==> config.mk <==
export PLATFORM = sky130hd
export DESIGN_NAME = alarm_irq_unit
export DESIGN_NICKNAME = d
export VERILOG_FILES = /design/src/rtl/alarm_irq_pkg.sv /design/src/rtl/alarm_irq_ctrl.sv /design/src/rtl/alarm_irq_dp.sv /design/src/rtl/alarm_irq_unit.sv
export SDC_FILE = /design/constraint.sdc
export NUM_CORES = 1
export LEC_CHECK = 0
export BUFFER_PORTS_ARGS = -buffer_cell sky130_fd_sc_hd__buf_2
export CAP_MARGIN = 5
export CORE_MARGIN = 5
export CORE_UTILIZATION = 26
export DETAILED_ROUTE_END_ITERATION = 8
export PLACE_DENSITY = 0.75
export SLEW_MARGIN = 20
export SYNTH_ARGS = -nofsm -noshare
export SYNTH_HDL_FRONTEND = slang
export SYNTH_SLANG_ARGS = --single-unit
==> constraint.sdc <==
create_clock -name clk -period 1 [get_ports clk]
set_input_delay 0.2 -clock clk [delete_from_list [all_inputs] [get_ports clk]]
set_output_delay 0.2 -clock clk [all_outputs]
set_load 0.02 [all_outputs]
==> src/rtl/alarm_irq_pkg.sv <==
package alarm_irq_pkg;

  // Strobes from control to the flag datapath, one per action
  typedef struct packed {
    logic setPer;
    logic setAlm;
    logic setUpd;
    logic clrAll;
  } flagStrobe_t;

  localparam int NUM_SRC = 3;

endpackage

==> src/rtl/alarm_irq_ctrl.sv <==
module alarm_irq_ctrl
  import alarm_irq_pkg::*;
(
  input  logic        perTick,
  input  logic        updDone,
  input  logic        flagRd,
  input  logic        allMatch,
  output flagStrobe_t strobe
);

  // The alarm is sampled only at the once-per-second update boundary
  always_comb begin
    strobe.setPer = perTick;
    strobe.setUpd = updDone;
    strobe.setAlm = updDone & allMatch;
    strobe.clrAll = flagRd;
  end

endmodule

==> src/rtl/alarm_irq_dp.sv <==
module alarm_irq_dp
  import alarm_irq_pkg::*;
#(
  parameter int DATA_W     = 8,
  parameter int NUM_FIELDS = 3
) (
  input  logic                                clk,
  input  logic                                rstN,
  input  logic [NUM_FIELDS-1:0][DATA_W-1:0]   nowVec,
  input  logic [NUM_FIELDS-1:0][DATA_W-1:0]   almVec,
  input  flagStrobe_t                         strobe,
  input  logic [NUM_SRC-1:0]                  enBits,
  output logic                                allMatch,
  output logic [DATA_W-1:0]                   flagByte,
  output logic                                irqOut
);

  localparam int PAD_W = DATA_W - NUM_SRC - 1;

  logic [NUM_FIELDS-1:0] fieldHit;
  logic [NUM_SRC-1:0]    srcFlags;
  logic [NUM_SRC-1:0]    setVec;
  logic                  anyPend;

  // Per-field comparator; top two bits both set = wildcard
  for (genvar f = 0; f < NUM_FIELDS; f++) begin : g_cmp
    logic wild;
    assign wild        = &almVec[f][DATA_W-1 -: 2];
    assign fieldHit[f] = wild | (almVec[f] == nowVec[f]);
  end
  assign allMatch = &fieldHit;

  // Order: [2]=periodic, [1]=alarm, [0]=update-ended
  assign setVec = {strobe.setPer, strobe.setAlm, strobe.setUpd};

  // Sticky flag bits; an event outranks a same-cycle clear
  for (genvar s = 0; s < NUM_SRC; s++) begin : g_flag
    always_ff @(posedge clk) begin
      if (!rstN) begin
        srcFlags[s] <= 1'b0;
      end else if (setVec[s]) begin
        srcFlags[s] <= 1'b1;
      end else if (strobe.clrAll) begin
        srcFlags[s] <= 1'b0;
      end
    end
  end

  assign anyPend  = |(srcFlags & enBits);
  assign flagByte = {anyPend, srcFlags, {PAD_W{1'b0}}};
  assign irqOut   = anyPend;


  clear_takes_chk: assert property (@(posedge clk) disable iff (!rstN)
    (strobe.clrAll && (setVec == '0)) |=> (srcFlags == '0));


  flags_hold_chk: assert property (@(posedge clk) disable iff (!rstN)
    (!strobe.clrAll && (setVec == '0)) |=> $stable(srcFlags));


  set_beats_clear_chk: assert property (@(posedge clk) disable iff (!rstN)
    (strobe.clrAll && strobe.setPer) |=> srcFlags[2]);


  irq_needs_flag_chk: assert property (@(posedge clk) disable iff (!rstN)
    irqOut |-> (srcFlags != '0));

endmodule

==> src/rtl/alarm_irq_unit.sv <==
module alarm_irq_unit
  import alarm_irq_pkg::*;
#(
  parameter int DATA_W = 8
) (
  input  logic              clk,
  input  logic              rstN,
  input  logic [DATA_W-1:0] secNow,
  input  logic [DATA_W-1:0] minNow,
  input  logic [DATA_W-1:0] hrNow,
  input  logic [DATA_W-1:0] secAlm,
  input  logic [DATA_W-1:0] minAlm,
  input  logic [DATA_W-1:0] hrAlm,
  input  logic              perEn,
  input  logic              almEn,
  input  logic              updEn,
  input  logic              perTick,
  input  logic              updDone,
  input  logic              flagRd,
  output logic [DATA_W-1:0] flagByte,
  output logic              irqOut
);

  localparam int NUM_FIELDS = 3;

  logic [NUM_FIELDS-1:0][DATA_W-1:0] nowVec;
  logic [NUM_FIELDS-1:0][DATA_W-1:0] almVec;
  logic                              allMatch;
  flagStrobe_t                       strobe;

  assign nowVec = {hrNow, minNow, secNow};
  assign almVec = {hrAlm, minAlm, secAlm};

  alarm_irq_ctrl ctrl_i (
    .perTick  (perTick),
    .updDone  (updDone),
    .flagRd   (flagRd),
    .allMatch (allMatch),
    .strobe   (strobe)
  );

  alarm_irq_dp #(
    .DATA_W     (DATA_W),
    .NUM_FIELDS (NUM_FIELDS)
  ) dp_i (
    .clk      (clk),
    .rstN     (rstN),
    .nowVec   (nowVec),
    .almVec   (almVec),
    .strobe   (strobe),
    .enBits   ({perEn, almEn, updEn}),
    .allMatch (allMatch),
    .flagByte (flagByte),
    .irqOut   (irqOut)
  );


  per_sets_chk: assert property (@(posedge clk) disable iff (!rstN)
    perTick |=> flagByte[DATA_W-2]);


  upd_sets_chk: assert property (@(posedge clk) disable iff (!rstN)
    updDone |=> flagByte[DATA_W-4]);


  alarm_on_update_chk: assert property (@(posedge clk) disable iff (!rstN)
    $rose(flagByte[DATA_W-3]) |-> $past(updDone));


  pad_zero_chk: assert property (@(posedge clk) disable iff (!rstN)
    flagByte[DATA_W-5:0] == '0);

endmodule

==> out/metrics.cfg, run 1 <==
[synthesis]
synth_commonest_cells=xor2_1, xnor2_1, buf_4
ys_seq_area_share_pct=13.8
synth-async-reset-ratio_pct=0
synthMuxAreaShare_pct=0
syn-cell-area_um2=434
synthXorXnorAreaFrac_pct=48.4
synth_edf_count=0
synth_compound_area_share_pct=12.1
synth_top_family_by_area=XOR/XNOR gates
synth_fa_ha_area_share_pct=0
ys_ff_latch=3
synthTopCellsByArea=xor2_1, xnor2_1, dfxtp_1, buf_4, nor4_1
yosysTopAreaCell=xor2_1
yosysMostFrequentCell=xor2_1
yosys_warnings=0
yosysUniqueCellTypes=17
synth_area_per_cell_um2=8.35
syn_inst=52
yosys_most_used_dff=dfxtp_1
synth_top_area_share_pct=32.3
synth-simple-area-share_pct=15.3

[die]
dieWidth_um=50.9
num_rows=14
start_util_pct=28.2
die-height_um=50.9
ios=65
fp.dieArea_um2=2590
core_um2=1540

[routing]
vias=617
wl_met1_um=418
wirelength_mm=1.47
dr.pass1.iters=4
met2_length_um=860
wl_met3_um=170
drt_iter0_drc=7
drc_errors=0
top_layer_used=met4
drtAntennaViolNets=0
wire_per_inst_um=10.9
vias_per_cell=4.57

[clock_network]
cts_tree=done
cts_root_buffer=clkbuf_4
cts_buffer_depth=2
path_clk_slew_ns=0.04
cts.htree.levels=1
cts-hold-fix-buffers=0
clock_latency_ns=0.23
cts_inserted_buffers=3
clock-sinks=3

[power]
power.density_nw_per_um2=768
power_uw=638
peakVddDrop_v=0.000284
power.leakage_nw=0.440

[sta]
finalCritPeriodShare_pct=130
post-route-min-period_ns=1.30
finalClockSkew_ns=0
fin_ws_ns=-0.297
drv_slew=0
max_freq_mhz=771
hold_viol=0
finalSetupViolations=2
rsz0062_at_grt=yes
hold-worst-slack_ns=0.185

[critical_path]
end_kind=output port
cp_data_required_time_ns=0.80
worstPathMaxFanout=3
slowest_delay_ns=0.31
worst-setup-path-type=reg2out
cp_cell_sequence=a222oi_1 -> inv_1 -> buf_4
cp_slowest_cell=dfxtp_2
worstPathArrival_ns=1.10
cp_top_family=flip-flops
critPathLaunchType=flop
path_buf_inv=2

[finish]
drive_above_1_share_pct=61.3
num-nets-final=176
num_antenna_cells=0
final_util_pct=53.9
largest_reg_flops=3
area_growth_pct=91.4

[min_path]
hp-class=in2reg

[global_routing]
grt_pass1_wl_mm=2.31
grt_usage_pct=11.6
grt-ovfl-total=0
antenna_found_initial=0
grt_max_degree=5
grt_pass1_vias=630

[run_status]
violations=setup timing
outcome=finished with violations

[place]
dp_hpwl_mm=1.37
port_buffers=60
gp_congestion=0.703
post-place-ws_ns=-0.238

[job]
cap_violations=0

[metal layers]
metal,global-route usage [%],vias up
met5,0,-
li1,-,305
met3,2.62,2
met2,21.9,36
met4,8.94,0
met1,10.5,274
[area by class of cell]
type	count	area, µm²
clock buffer	4	26.3
sequential	3	62.6
tap	16	20.0
inverter	1	3.75
fill	163	711
timing repair buffer	65	355
multi-input combinational	46	363
[layout by cell type (no fill, tap or decap), types with 2 or more instances in the layout]
cell | synthesis | final
xor2_1 | 16 | 16
buf_2 | 0 | 56
buf_6 | 0 | 2
conb_1 | 1 | 4
buf_4 | 5 | 7
xnor2_1 | 8 | 8
a22oi_1 | 2 | 2
nor4_2 | 0 | 3
clkbuf_4 | 0 | 3
nor2b_1 | 2 | 2
dfxtp_2 | 0 | 2
nand4_1 | 2 | 2
o21a_1 | 2 | 2
[kinds of logic after synthesis]
logic type	after synthesis
other	1
AOI/OAI and AO/OA	7
DFF	3
buffers and inverters	6
and+or+nand+nor	11
xor gates and xnor gates	24
[repair_timing]
action	in CTS	in global routing
resized for setup	4	5
endpoints found under the setup margin	3	4
pin swaps	1	4
buffers inserted	1	0
[final timing paths]
check	start	to	slack, ns	depth (start not counted)
max	dp_i.flagByte[4]	irqOut	-0.30	3
min	perTick	dp_i.flagByte[6]	0.19	2
max reg2reg	dp_i.flagByte[5]	dp_i.flagByte[5]	0.30	3
min reg2reg	dp_i.flagByte[4]	dp_i.flagByte[4]	0.59	2
[power breakdown]
| group | leakage, nW | internal, mW | switching, mW |
|---|---|---|---|
| Clock | 0.0150 | 0.149 | 0.0616 |
| Combinational | 0.400 | 0.166 | 0.131 |
| Sequential | 0.0255 | 0.126 | 0.00324 |
[metrics by stage]
step	area [µm²]	setup TNS, ns	std cells
3_5_place_dp	768	-0.374	131
2_1_floorplan	452	-0.239	55
6_report	831	-0.593	135
4_1_cts	806	-0.618	135
5_1_grt	831	-0.783	135
3_3_place_gp	768	-0.289	131
Power figures use the tool's default switching activity.
==> inputs of run 2 (changes only) <==
--- a/config.mk
+++ b/config.mk
@@ -11,6 +11,7 @@
 export CORE_UTILIZATION = 26
 export DETAILED_ROUTE_END_ITERATION = 8
 export PLACE_DENSITY = 0.75
+export REMOVE_ABC_BUFFERS = 1
 export SLEW_MARGIN = 20
 export SYNTH_ARGS = -nofsm -noshare
 export SYNTH_HDL_FRONTEND = slang
==> run 2 against run 1 <==
The run still ends with setup timing left. First-iteration DRC count decreased by 29%. Final area decreased by 0.90%. Critical path depth unchanged. Flip-flop and latch count unchanged. Largest power group unchanged. Highest routed layer is now met3.
==> out/metrics.cfg, run 2 (synthesis gave the netlist of run 1 again) <==
[power]
power_uw=629  ; -1.5%
power.density_nw_per_um2=764  ; -0.63%
power.leakage_nw=0.442  ; +0.53%
peakVddDrop_v=0.000311  ; +9.7%

[clock_network]
clock_latency_ns=0.22  ; about the same
cts_buffer_depth=2  ; unchanged
cts_inserted_buffers=3  ; unchanged
clock-sinks=3  ; unchanged
cts-hold-fix-buffers=0  ; unchanged
post-cts-setup-buffers=0  ; -1
cts_root_buffer=clkbuf_4
path_clk_slew_ns=0.04  ; about the same
cts_tree=done
cts.htree.levels=1  ; unchanged

[routing]
vias_per_cell=4.33  ; -5.2%
wl_met1_um=457  ; +9.3%
drc_errors=0  ; unchanged
wire_per_inst_um=10.1  ; -7.2%
wirelength_mm=1.37  ; -7.2%
drt_iter0_drc=5  ; -2
dr.pass1.iters=4  ; unchanged
wl_met3_um=211  ; +24%
vias=585  ; -5.2%
drtAntennaViolNets=0  ; unchanged
top_layer_used=met3
met2_length_um=699  ; -19%

[die]
dieWidth_um=50.9  ; unchanged
fp.dieArea_um2=2590  ; unchanged
start_util_pct=28.2  ; unchanged
core_um2=1540  ; unchanged
num_rows=14  ; unchanged
die-height_um=50.9  ; unchanged
ios=65  ; unchanged

[min_path]
hp-class=in2reg

[global_routing]
antenna_found_initial=0  ; unchanged
grt_max_degree=5  ; unchanged
grt_pass1_wl_mm=2.19  ; -5.1%
grt_usage_pct=10.3  ; -1.3 points
grt_pass1_vias=600  ; -4.8%
grt-ovfl-total=0  ; unchanged

[finish]
final_cell_mix=buf_2, xor2_1, xnor2_1, buf_4
seqCellArea_um2=60.1  ; -4.0%
final_common_cell=buf_2
drive_above_1_share_pct=58.0  ; -3.4 points
multi_input_area_um2=350  ; -3.4%
stdcell_count=135  ; unchanged
area_growth_pct=89.6
fin_area_um2=823  ; -0.90%
final_util_pct=53.4  ; -0.49 points
largest_reg_flops=3  ; unchanged
num_antenna_cells=0  ; unchanged
fillCellCount=138  ; -15%
num-nets-final=176  ; unchanged

[critical_path]
reg2regPathDepth=3  ; unchanged
cp_top_family=flip-flops
critPathLaunchType=flop
cp_slowest_cell=dfxtp_1
startpoint=dp_i.flagByte[4]
worstPathMaxFanout=2  ; -1
slowest_delay_ns=0.31  ; about the same
r2r_end=dp_i.flagByte[4]
crit_path_end=irqOut
crit_cells=3  ; unchanged
cp_data_required_time_ns=0.80  ; about the same
end_kind=output port
regToRegStartpoint=dp_i.flagByte[4]
worst-setup-path-type=reg2out
worstPathArrival_ns=1.09  ; about the same
cp_cell_sequence=a222oi_1 -> inv_1 -> buf_2
rrSetupSlack_ns=0.17  ; -0.13 ns
path_buf_inv=2  ; unchanged

[sta]
drv_slew=0  ; unchanged
hold-worst-slack_ns=0.194  ; +0.00827 ns
finalSetupViolations=2  ; unchanged
post-route-min-period_ns=1.29  ; -0.0114 ns
finalCritPeriodShare_pct=129  ; -1.1 points
tns_ns=-0.569  ; +0.0234 ns
rsz0062_at_grt=yes
fin_ws_ns=-0.285  ; +0.0114 ns
hold_viol=0  ; unchanged
max_freq_mhz=778  ; +0.88%
finalClockSkew_ns=0  ; unchanged

[place]
place_area_um2=766  ; -0.33%
post-place-ws_ns=-0.199  ; +0.0390 ns
dp_hpwl_mm=1.28  ; -6.2%
gp_congestion=0.723  ; +2.9%
port_buffers=60  ; unchanged
dp_cells=131  ; unchanged

[job]
cap_violations=0  ; unchanged

[run_status]
outcome=finished with violations
violations=setup timing

run 2: changes by cell type in the layout (fill, tap and decap cells not counted):
cell     change
buf_4        -2
nor4_1       +2
dfxtp_2      -2
nor4_2       -2
dfxtp_1      +2
buf_6        +2
run 2: report_power, final:
| group | internal, mW | total [mW] | switching, mW |
|---|---|---|---|
| logic | 0.171 | 0.296 | 0.126 |
| registers | 0.126 | 0.129 | 0.00318 |
| clock network | 0.149 | 0.203 | 0.0541 |
run 2: layer usage:
| layer | global-route usage (%) | vias to the layer above |
|---|---|---|
| li1 | - | 308 |
| met1 | 11.4 | 238 |
| met2 | 19.4 | 39 |
| met3 | 2.62 | 0 |
| met4 | 2.55 | 0 |
| met5 | 0 | - |
run 2: timing repair:
action / CTS / global route
pin swaps: 1 / 6
hold endpoints to repair: 0 / 0
resized for setup: 2 / 5
endpoints found under the setup margin: 3 / 4
gates cloned: 0 / 0
run 2: worst min-delay path by stage:
stage	startpoint	end	cells after the start
5_1_grt	perTick	dp_i.flagByte[6]	2
3_3_place_gp	perTick	dp_i.flagByte[6]	2
3_5_place_dp	perTick	dp_i.flagByte[6]	2
2_1_floorplan	rstN	dp_i.flagByte[4]	1
6_report	perTick	dp_i.flagByte[6]	2
4_1_cts	perTick	dp_i.flagByte[6]	2
run 2: area by class of cell:
type | count | area share (%)
repair buffers | 65 | 44.1
well taps | 16 | 2.43
flip-flops and latches | 3 | 7.29
multi-input cells | 46 | 42.6
clock buffers | 4 | 3.19
inverters | 1 | 0.456
